--- src/rtl/dual_irq_gate_pkg.sv ---
package dual_irq_gate_pkg;

  // Address of channel k's arm/disarm register.
  function automatic int unsigned arm_addr(input int unsigned base,
                                           input int unsigned stride,
                                           input int unsigned k);
    return base + k * stride;
  endfunction

  // Address of channel k's status register.
  function automatic int unsigned stat_addr(input int unsigned base,
                                            input int unsigned stride,
                                            input int unsigned k);
    return base + k * stride;
  endfunction

  // Status bit for one read: request level of the channel whose status
  // address was hit, zero when no status address was hit.
  function automatic logic stat_bit(input logic [7:0] hits,
                                    input logic [7:0] levels);
    return |(hits & levels);
  endfunction

endpackage

--- src/rtl/dig_decode.sv ---
module dig_decode
  import dual_irq_gate_pkg::*;
#(
  parameter int NUM_CH    = 2,
  parameter int ADDR_W    = 12,
  parameter int ARM_BASE  = 'h040,
  parameter int STAT_BASE = 'h048,
  parameter int CH_STRIDE = 'h010
) (
  input  logic              clk,
  input  logic              rst_n,
  input  logic [ADDR_W-1:0] addr,
  input  logic              wr,
  input  logic              rd,
  output logic [NUM_CH-1:0] arm_hit,
  output logic [NUM_CH-1:0] disarm_hit,
  output logic [NUM_CH-1:0] stat_hit
);

  logic [NUM_CH-1:0] arm_match;
  logic [NUM_CH-1:0] stat_match;

  for (genvar k = 0; k < NUM_CH; k++) begin : g_ch
    localparam logic [ADDR_W-1:0] ARM_A =
      ADDR_W'(arm_addr(ARM_BASE, CH_STRIDE, k));
    localparam logic [ADDR_W-1:0] STAT_A =
      ADDR_W'(stat_addr(STAT_BASE, CH_STRIDE, k));
    assign arm_match[k]  = (addr == ARM_A);
    assign stat_match[k] = (addr == STAT_A);
    assign arm_hit[k]    = wr & arm_match[k];
    assign disarm_hit[k] = rd & arm_match[k];
    assign stat_hit[k]   = rd & stat_match[k];
  end

  AST_DECODE_EXCLUSIVE: assert property (@(posedge clk) disable iff (!rst_n)
    $onehot0({arm_match, stat_match})) else $error("decode overlap");

endmodule

--- src/rtl/dig_chan.sv ---
module dig_chan #(
  parameter int SYNC_STAGES = 2
) (
  input  logic clk,
  input  logic rst_n,
  input  logic req_raw,
  input  logic arm,
  input  logic disarm,
  output logic req_sync,
  output logic armed,
  output logic irq_term
);

  if (SYNC_STAGES == 0) begin : g_nosync
    assign req_sync = req_raw;
  end else begin : g_sync
    logic [SYNC_STAGES-1:0] stage_q;
    always_ff @(posedge clk or negedge rst_n) begin
      if (!rst_n) stage_q <= '0;
      else        stage_q <= {stage_q[SYNC_STAGES-2+1-1:0], req_raw};
    end
    assign req_sync = stage_q[SYNC_STAGES-1];
  end

  logic armed_q;
  always_ff @(posedge clk or negedge rst_n) begin
    if (!rst_n)      armed_q <= 1'b0;
    else if (disarm) armed_q <= 1'b0;
    else if (arm)    armed_q <= 1'b1;
  end

  assign armed    = armed_q;
  assign irq_term = req_sync & armed_q;

  AST_WRITE_ARMS: assert property (@(posedge clk) disable iff (!rst_n)
    (arm && !disarm) |=> armed) else $error("arm lost");
  AST_READ_DISARMS: assert property (@(posedge clk) disable iff (!rst_n)
    disarm |=> !armed) else $error("disarm lost");
  AST_IDLE_STABLE: assert property (@(posedge clk) disable iff (!rst_n)
    (!arm && !disarm) |=> $stable(armed)) else $error("flag moved");

endmodule

--- src/rtl/dig_rdmux.sv ---
module dig_rdmux
  import dual_irq_gate_pkg::*;
#(
  parameter int NUM_CH = 2,
  parameter int DATA_W = 8
) (
  input  logic              clk,
  input  logic              rst_n,
  input  logic              rd,
  input  logic [NUM_CH-1:0] stat_hit,
  input  logic [NUM_CH-1:0] req_sync,
  output logic [DATA_W-1:0] rd_data,
  output logic              rd_valid
);

  logic [DATA_W-1:0] data_q;
  logic              valid_q;
  logic              status_level;

  assign status_level = stat_bit(8'(stat_hit), 8'(req_sync));

  always_ff @(posedge clk or negedge rst_n) begin
    if (!rst_n) begin
      data_q  <= '0;
      valid_q <= 1'b0;
    end else begin
      valid_q <= rd;
      data_q  <= rd ? DATA_W'(status_level) : '0;
    end
  end

  assign rd_data  = data_q;
  assign rd_valid = valid_q;

  AST_READ_LATENCY: assert property (@(posedge clk) disable iff (!rst_n)
    rd |=> rd_valid) else $error("late read");
  AST_UPPER_ZERO: assert property (@(posedge clk) disable iff (!rst_n)
    rd_valid |-> (rd_data[DATA_W-1:1] == '0)) else $error("upper bits");

endmodule

--- src/rtl/dual_irq_gate.sv ---
module dual_irq_gate #(
  parameter int NUM_CH      = 2,
  parameter int ADDR_W      = 12,
  parameter int DATA_W      = 8,
  parameter int SYNC_STAGES = 2,
  parameter int ARM_BASE    = 'h040,
  parameter int STAT_BASE   = 'h048,
  parameter int CH_STRIDE   = 'h010
) (
  input  logic              clk,
  input  logic              rst_n,
  input  logic [ADDR_W-1:0] bus_addr,
  input  logic              bus_wr,
  input  logic              bus_rd,
  input  logic [DATA_W-1:0] bus_wdata,
  input  logic [NUM_CH-1:0] req_in,
  output logic              irq_o,
  output logic              pending_o,
  output logic [DATA_W-1:0] rd_data_o,
  output logic              rd_valid_o
);

  logic [NUM_CH-1:0] arm_hit;
  logic [NUM_CH-1:0] disarm_hit;
  logic [NUM_CH-1:0] stat_hit;
  logic [NUM_CH-1:0] req_sync;
  logic [NUM_CH-1:0] armed;
  logic [NUM_CH-1:0] irq_term;
  logic              wdata_unused;

  assign wdata_unused = ^bus_wdata;

  dig_decode #(
    .NUM_CH(NUM_CH), .ADDR_W(ADDR_W), .ARM_BASE(ARM_BASE),
    .STAT_BASE(STAT_BASE), .CH_STRIDE(CH_STRIDE)
  ) u_decode (
    .clk(clk), .rst_n(rst_n), .addr(bus_addr), .wr(bus_wr), .rd(bus_rd),
    .arm_hit(arm_hit), .disarm_hit(disarm_hit), .stat_hit(stat_hit)
  );

  for (genvar k = 0; k < NUM_CH; k++) begin : g_chan
    dig_chan #(.SYNC_STAGES(SYNC_STAGES)) u_chan (
      .clk(clk), .rst_n(rst_n), .req_raw(req_in[k]),
      .arm(arm_hit[k]), .disarm(disarm_hit[k]),
      .req_sync(req_sync[k]), .armed(armed[k]), .irq_term(irq_term[k])
    );
  end

  dig_rdmux #(.NUM_CH(NUM_CH), .DATA_W(DATA_W)) u_rdmux (
    .clk(clk), .rst_n(rst_n), .rd(bus_rd), .stat_hit(stat_hit),
    .req_sync(req_sync), .rd_data(rd_data_o), .rd_valid(rd_valid_o)
  );

  assign irq_o     = |irq_term;
  assign pending_o = |req_sync;

  AST_IRQ_IMPLIES_PENDING: assert property (@(posedge clk) disable iff (!rst_n)
    irq_o |-> pending_o) else $error("irq without pending");
  AST_IRQ_NEEDS_ARM: assert property (@(posedge clk) disable iff (!rst_n)
    irq_o |-> (armed != '0)) else $error("irq while disarmed");

endmodule

--- config.mk ---
export PLATFORM = sky130hd
export DESIGN_NAME = dual_irq_gate
export DESIGN_NICKNAME = d
export VERILOG_FILES = /design/src/rtl/dual_irq_gate_pkg.sv /design/src/rtl/dig_decode.sv /design/src/rtl/dig_chan.sv /design/src/rtl/dig_rdmux.sv /design/src/rtl/dual_irq_gate.sv
export SDC_FILE = /design/constraint.sdc
export NUM_CORES = 1
export LEC_CHECK = 0
export BUFFER_PORTS_ARGS = -buffer_cell sky130_fd_sc_hd__buf_2
export CORE_MARGIN = 3
export CORE_UTILIZATION = 31
export CTS_BUF_LIST = sky130_fd_sc_hd__clkbuf_4 sky130_fd_sc_hd__clkbuf_8 sky130_fd_sc_hd__clkbuf_16
export CTS_CLUSTER_SIZE = 40
export DETAILED_ROUTE_END_ITERATION = 8
export HOLD_SLACK_MARGIN = 0.12
export PLACE_DENSITY_LB_ADDON = 0.2
export SLEW_MARGIN = 20
export SYNTH_ARGS = -nofsm -noshare
export SYNTH_HDL_FRONTEND = slang
export SYNTH_SLANG_ARGS = --single-unit
--- constraint.sdc ---
create_clock -name clk -period 0.8 [get_ports clk]
set_clock_uncertainty 0.05 [all_clocks]
set_input_delay 0.16 -clock clk [delete_from_list [all_inputs] [get_ports clk]]
set_output_delay 0.16 -clock clk [all_outputs]
set_load 0.02 [all_outputs]
# == After elaboration in Yosys (flattened, before gate mapping) ==
# Cells that the tools add are included.
# word_totals
latchBits,0
n_memories,0
output_inout_bits,11
reg_bits,15
inputBits,26
ramBits,0
word_cells,29
mem_bits_ro,0
# op_classes
n_mux,5
magnitude_cmp,0
add_sub_neg,0
n_div,0
reduce_logical,5
n_bitwise,9
n_shift,0
eq_ne,4
n_mul,0
# op_table
op,count
$eq A12 B7 Y1 const B,4
$and A1 B1 Y1,8
$reduce_or A8 Y1,1
$mux W1,5
$reduce_bool A2 Y1,2
$reduce_or A2 Y1,2
$and A2 B2 Y2,1

# == Logic depth before layout (Yosys ltp) ==
# logic_depth
ltp_word,5
mapped_depth,3

# == By module ==
# From an unflattened synthesis, not the netlist that was laid out.
# hier_totals
cells_unflattened,42
hier_area_um2,432.9
# by_module_without_submodules
mod,area_per_inst_um2,n_inst,cells_per_inst,seq_area_each_um2
dig_chan,91.3,2,5,75.1
dig_rdmux,120.1,1,12,50.0
dig_decode,117.6,1,18,0.0
dual_irq_gate,12.5,1,2,0.0

# == Worst setup path before layout ==
# Ideal clock, no wire load.
# synth_timing
kind,register to output
startpoint,register g_chan[0].u_chan.g_sync.stage_q[1]
endpoint,output pending_o
path_buffers,0
path_stages_with_launch,2
t_required_ns,0.590
slack_ns,-0.119
arrival_time_ns,0.709
cell_sequence,dfrtp_1 or2_2
# synth_via
elab_chain_cells,1
# synth_lines
element,line,source
from (decl),dig_chan.sv:17,logic [SYNC_STAGES-1:0] stage_q;
from (signal assigned),dig_chan.sv:20,"else stage_q <= {stage_q[SYNC_STAGES-2+1-1:0], req_raw};"
$reduce_or A2 Y1,dual_irq_gate.sv:55,assign pending_o = |req_sync;
to (decl),dual_irq_gate.sv:18,"output logic pending_o,"
# Every way passes these cells.

# == Worst setup path in the final report ==
# Same ends and word-level chain as after synthesis.

==> impl_results.md <==
* Total GRT Usage at 0.1103
* Required time worst endpoint at 0.59 ns
* Total core area at 1171 sq um
* GPL Wtd Cong at 0.6863
* Worst EP arrival at 1.03 ns
* Mapped Cells at 31
* Final WS setup at -0.4408 ns
* Clk root buf: clkbuf_4
* Drt pass-1 iters at 4
* Clock Sinks at 8
* Initial core utilization at 0.3536
* DR WL met2 at between 400 and 500 microns
* Final period util at 1.551
* Main combinational cell family by area after synthesis: simple AND/OR/NAND/NOR gates
* Mapped Area at between 400 and 500 sq um
* Top-area cell type share of the netlist area at 0.4834
* Fmax at ~810 MHz
* Wl on met1 at between 300 and 400 microns
* Syn_area_per_cell at approximately 13 sq um
* Synth warn at 0
* Leak at about 0.32 nW
* Area leader, netlist: dfrtp_1
* Distinct cells, synth at 15
* VDD IR max at 981.0 uV
* DRT Wirelength at 864 microns
* Total gr overflow at 0
* Buffer depth of the longest clock path at 2
* Site Rows at 12
* Post-route ant nets at 0
* Layout cells sized above 1 at 0.5738
* Routed vias at ~340
* Width of the die at about 43 microns
* Vias in the first global route at roughly 350
* Largest net degree at the start of global routing at 9
* Io pins at 37
* Clock slew at reported path FFs at roughly 0.05 ns
* Adder-Cell Fraction of Synth Area at 0
* Sequential area share after synthesis at 0.4834
* CTS tree: done
* Failing checks: negative setup slack
* Compound-Gate Fraction of Synth Area at 0.1118
* Mux contribution to synthesized area at 0
* Worst Hold Class: primary input to flip-flop
* Final hold slack at roughly 0.14 ns
* Wire length on met3 at 116 microns
* First-pass GRT wire length at 1449 microns
* Drc violations at 0
* Dpl ws at -0.2755 ns
* Post-CTS Setup Inserts at 0
* Fin crit period at between 1 and 1.5 ns
* Top_reg_cell synth: dfrtp_1
* CP Launch Type: flip-flop
* Worst Setup Path Type: flip-flop to output pin
* Clock Latency Late Sink at approximately 0.25 ns
* H-tree depth at 1
* Max layer used: met3
* Hold Fails Final Rpt at 0
* Most frequent cell after synthesis: dfrtp_1
* Die area at around 1800 sq um
* Synth async-reset ratio at 1.000
* Drt via density at 4.560
* Number of synthesized flops with an enable pin at 0
* Die Y at 42.55 microns
* Fin Setup TNS at -1.315 ns
* Post-layout net count at 89
* Total power per unit cell area at 1366 nW/um^2
* Top cells by area, synth: dfrtp_1 48%, buf_4 13%, nor4_4 10%, nor4b_4 5.7%, a41oi_1 4.2%
* Outcome: finished with violations
* Unrepaired setup endpoints after global routing: true
* P&R area growth vs syn at 60.12%
* Synth top cells by count: 8 x dfrtp_1, 7 x buf_4, 2 x a31oi_1, 2 x a41oi_1, 2 x nor4_4
* Wirelength per Cell at about 12 microns
* Final setup fails at 7
* CTS buffer count at 3
* Ant diodes at 0
* Fin. max-slew vios at 0
* Flops & latches, synth at 8
* Initial DRC count at 2
* I/O Buffers at 21
* # Max-Cap Violations at 0
* CP Capture Type: output pin
* XOR/XNOR Fraction of Synth Area at 0
* Final total power at 0.0009059 W
* Area share of and/or/nand/nor cells after synthesis at 0.2689
* Initial antenna violation count at 0
* Maximum fanout along the worst path at 3
## cell type report
class,count,area (sq um)
fillers,108,508.0
well taps,14,17.52
flip-flops and latches,8,200.2
multi-input cells,22,205.2
repair buffers,28,217.7
clock buffers,3,22.52
## metrics by stage
stage	std cells	utilization	area (sq um)
finish	75	0.5662	663.1
global route	75	0.5662	663.1
CTS	75	0.5641	660.6
detailed placement	68	0.4615	540.5
global placement	68	0.4615	540.5
floorplan	37	-	447.9
## cell usage in the layout, fill, tap and decap left out, drive strengths merged
cell and count:
clkbuf 3, and2 1, nor4 2, a22o 1, or2 1, dfrtp 8, a31oi 2, nor3 1
and4bb 1, dlymetal6s4s 1, nand4 1, a41oi 2, buf 24, nor4b 1, a22oi 1, conb 7
nor2 1, dlygate4sd3 3
## final timing paths
path / cells after the start / slack (ns) / endpoint / startpoint
setup reg to reg: 3 / -0.09 / g_chan[1].u_chan.armed$_DFFE_PN0P_ / g_chan[1].u_chan.armed$_DFFE_PN0P_
hold reg to reg: 0 / 0.29 / g_chan[0].u_chan.g_sync.stage_q[1]$_DFF_PN0_ / g_chan[0].u_chan.g_sync.stage_q[0]$_DFF_PN0_
max in group asynchronous: 2 / 0.31 / g_chan[0].u_chan.g_sync.stage_q[0]$_DFF_PN0_ / rst_n
hold / removal: 4 / 0.14 / u_rdmux.rd_data[0]$_DFF_PN0_ / bus_addr[8]
min in group asynchronous: 2 / 0.22 / u_rdmux.rd_data[0]$_DFF_PN0_ / rst_n
setup / recovery: 2 / -0.44 / pending_o / g_chan[0].u_chan.g_sync.stage_q[1]$_DFF_PN0_
## worst max-delay path: stages, from the launching register on
cell     delay, ns
dfrtp_1       0.40
or2_4         0.26
buf_6         0.13
## report_power, final
| part | leakage, nW | internal (W) | total, W | switching (W) |
|---|---|---|---|---|
| sequential | 0.100 | 0.000419 | 0.000427 | 0.00000777 |
| clock | 0.0138 | 0.000171 | 0.000299 | 0.000128 |
| combinational | 0.207 | 0.0000873 | 0.000181 | 0.0000933 |
| total | 0.321 | 0.000677 | 0.000906 | 0.000229 |
## flip-flops by register name, summed over array words and instances (netlist names)
signal                        flops
u_rdmux.rd_valid                  1
g_chan.u_chan.armed               2
u_rdmux.rd_data                   1
g_chan.u_chan.g_sync.stage_q      4
## metal layers
layer	up-vias	GRT usage
li1	165	-
met3	0	0.06867
met4	0	0.03727
met1	155	0.1158
met5	-	0
met2	22	0.1793
## logic make-up after synthesis
family          count (synthesis)
compound gates                  6
buf+inv                         7
flops                           8
other cells                     1
simple gates                    9
## what timing repair did
| item | CTS | global route |
|---|---|---|
| setup endpoints to repair | 7 | 7 |
| hold buffers | 4 | 0 |
| pin swaps | 3 | 3 |
| resized for setup | 15 | 1 |
| hold endpoints to repair | 13 | 0 |
No activity file was read; power rests on OpenSTA's default activity.
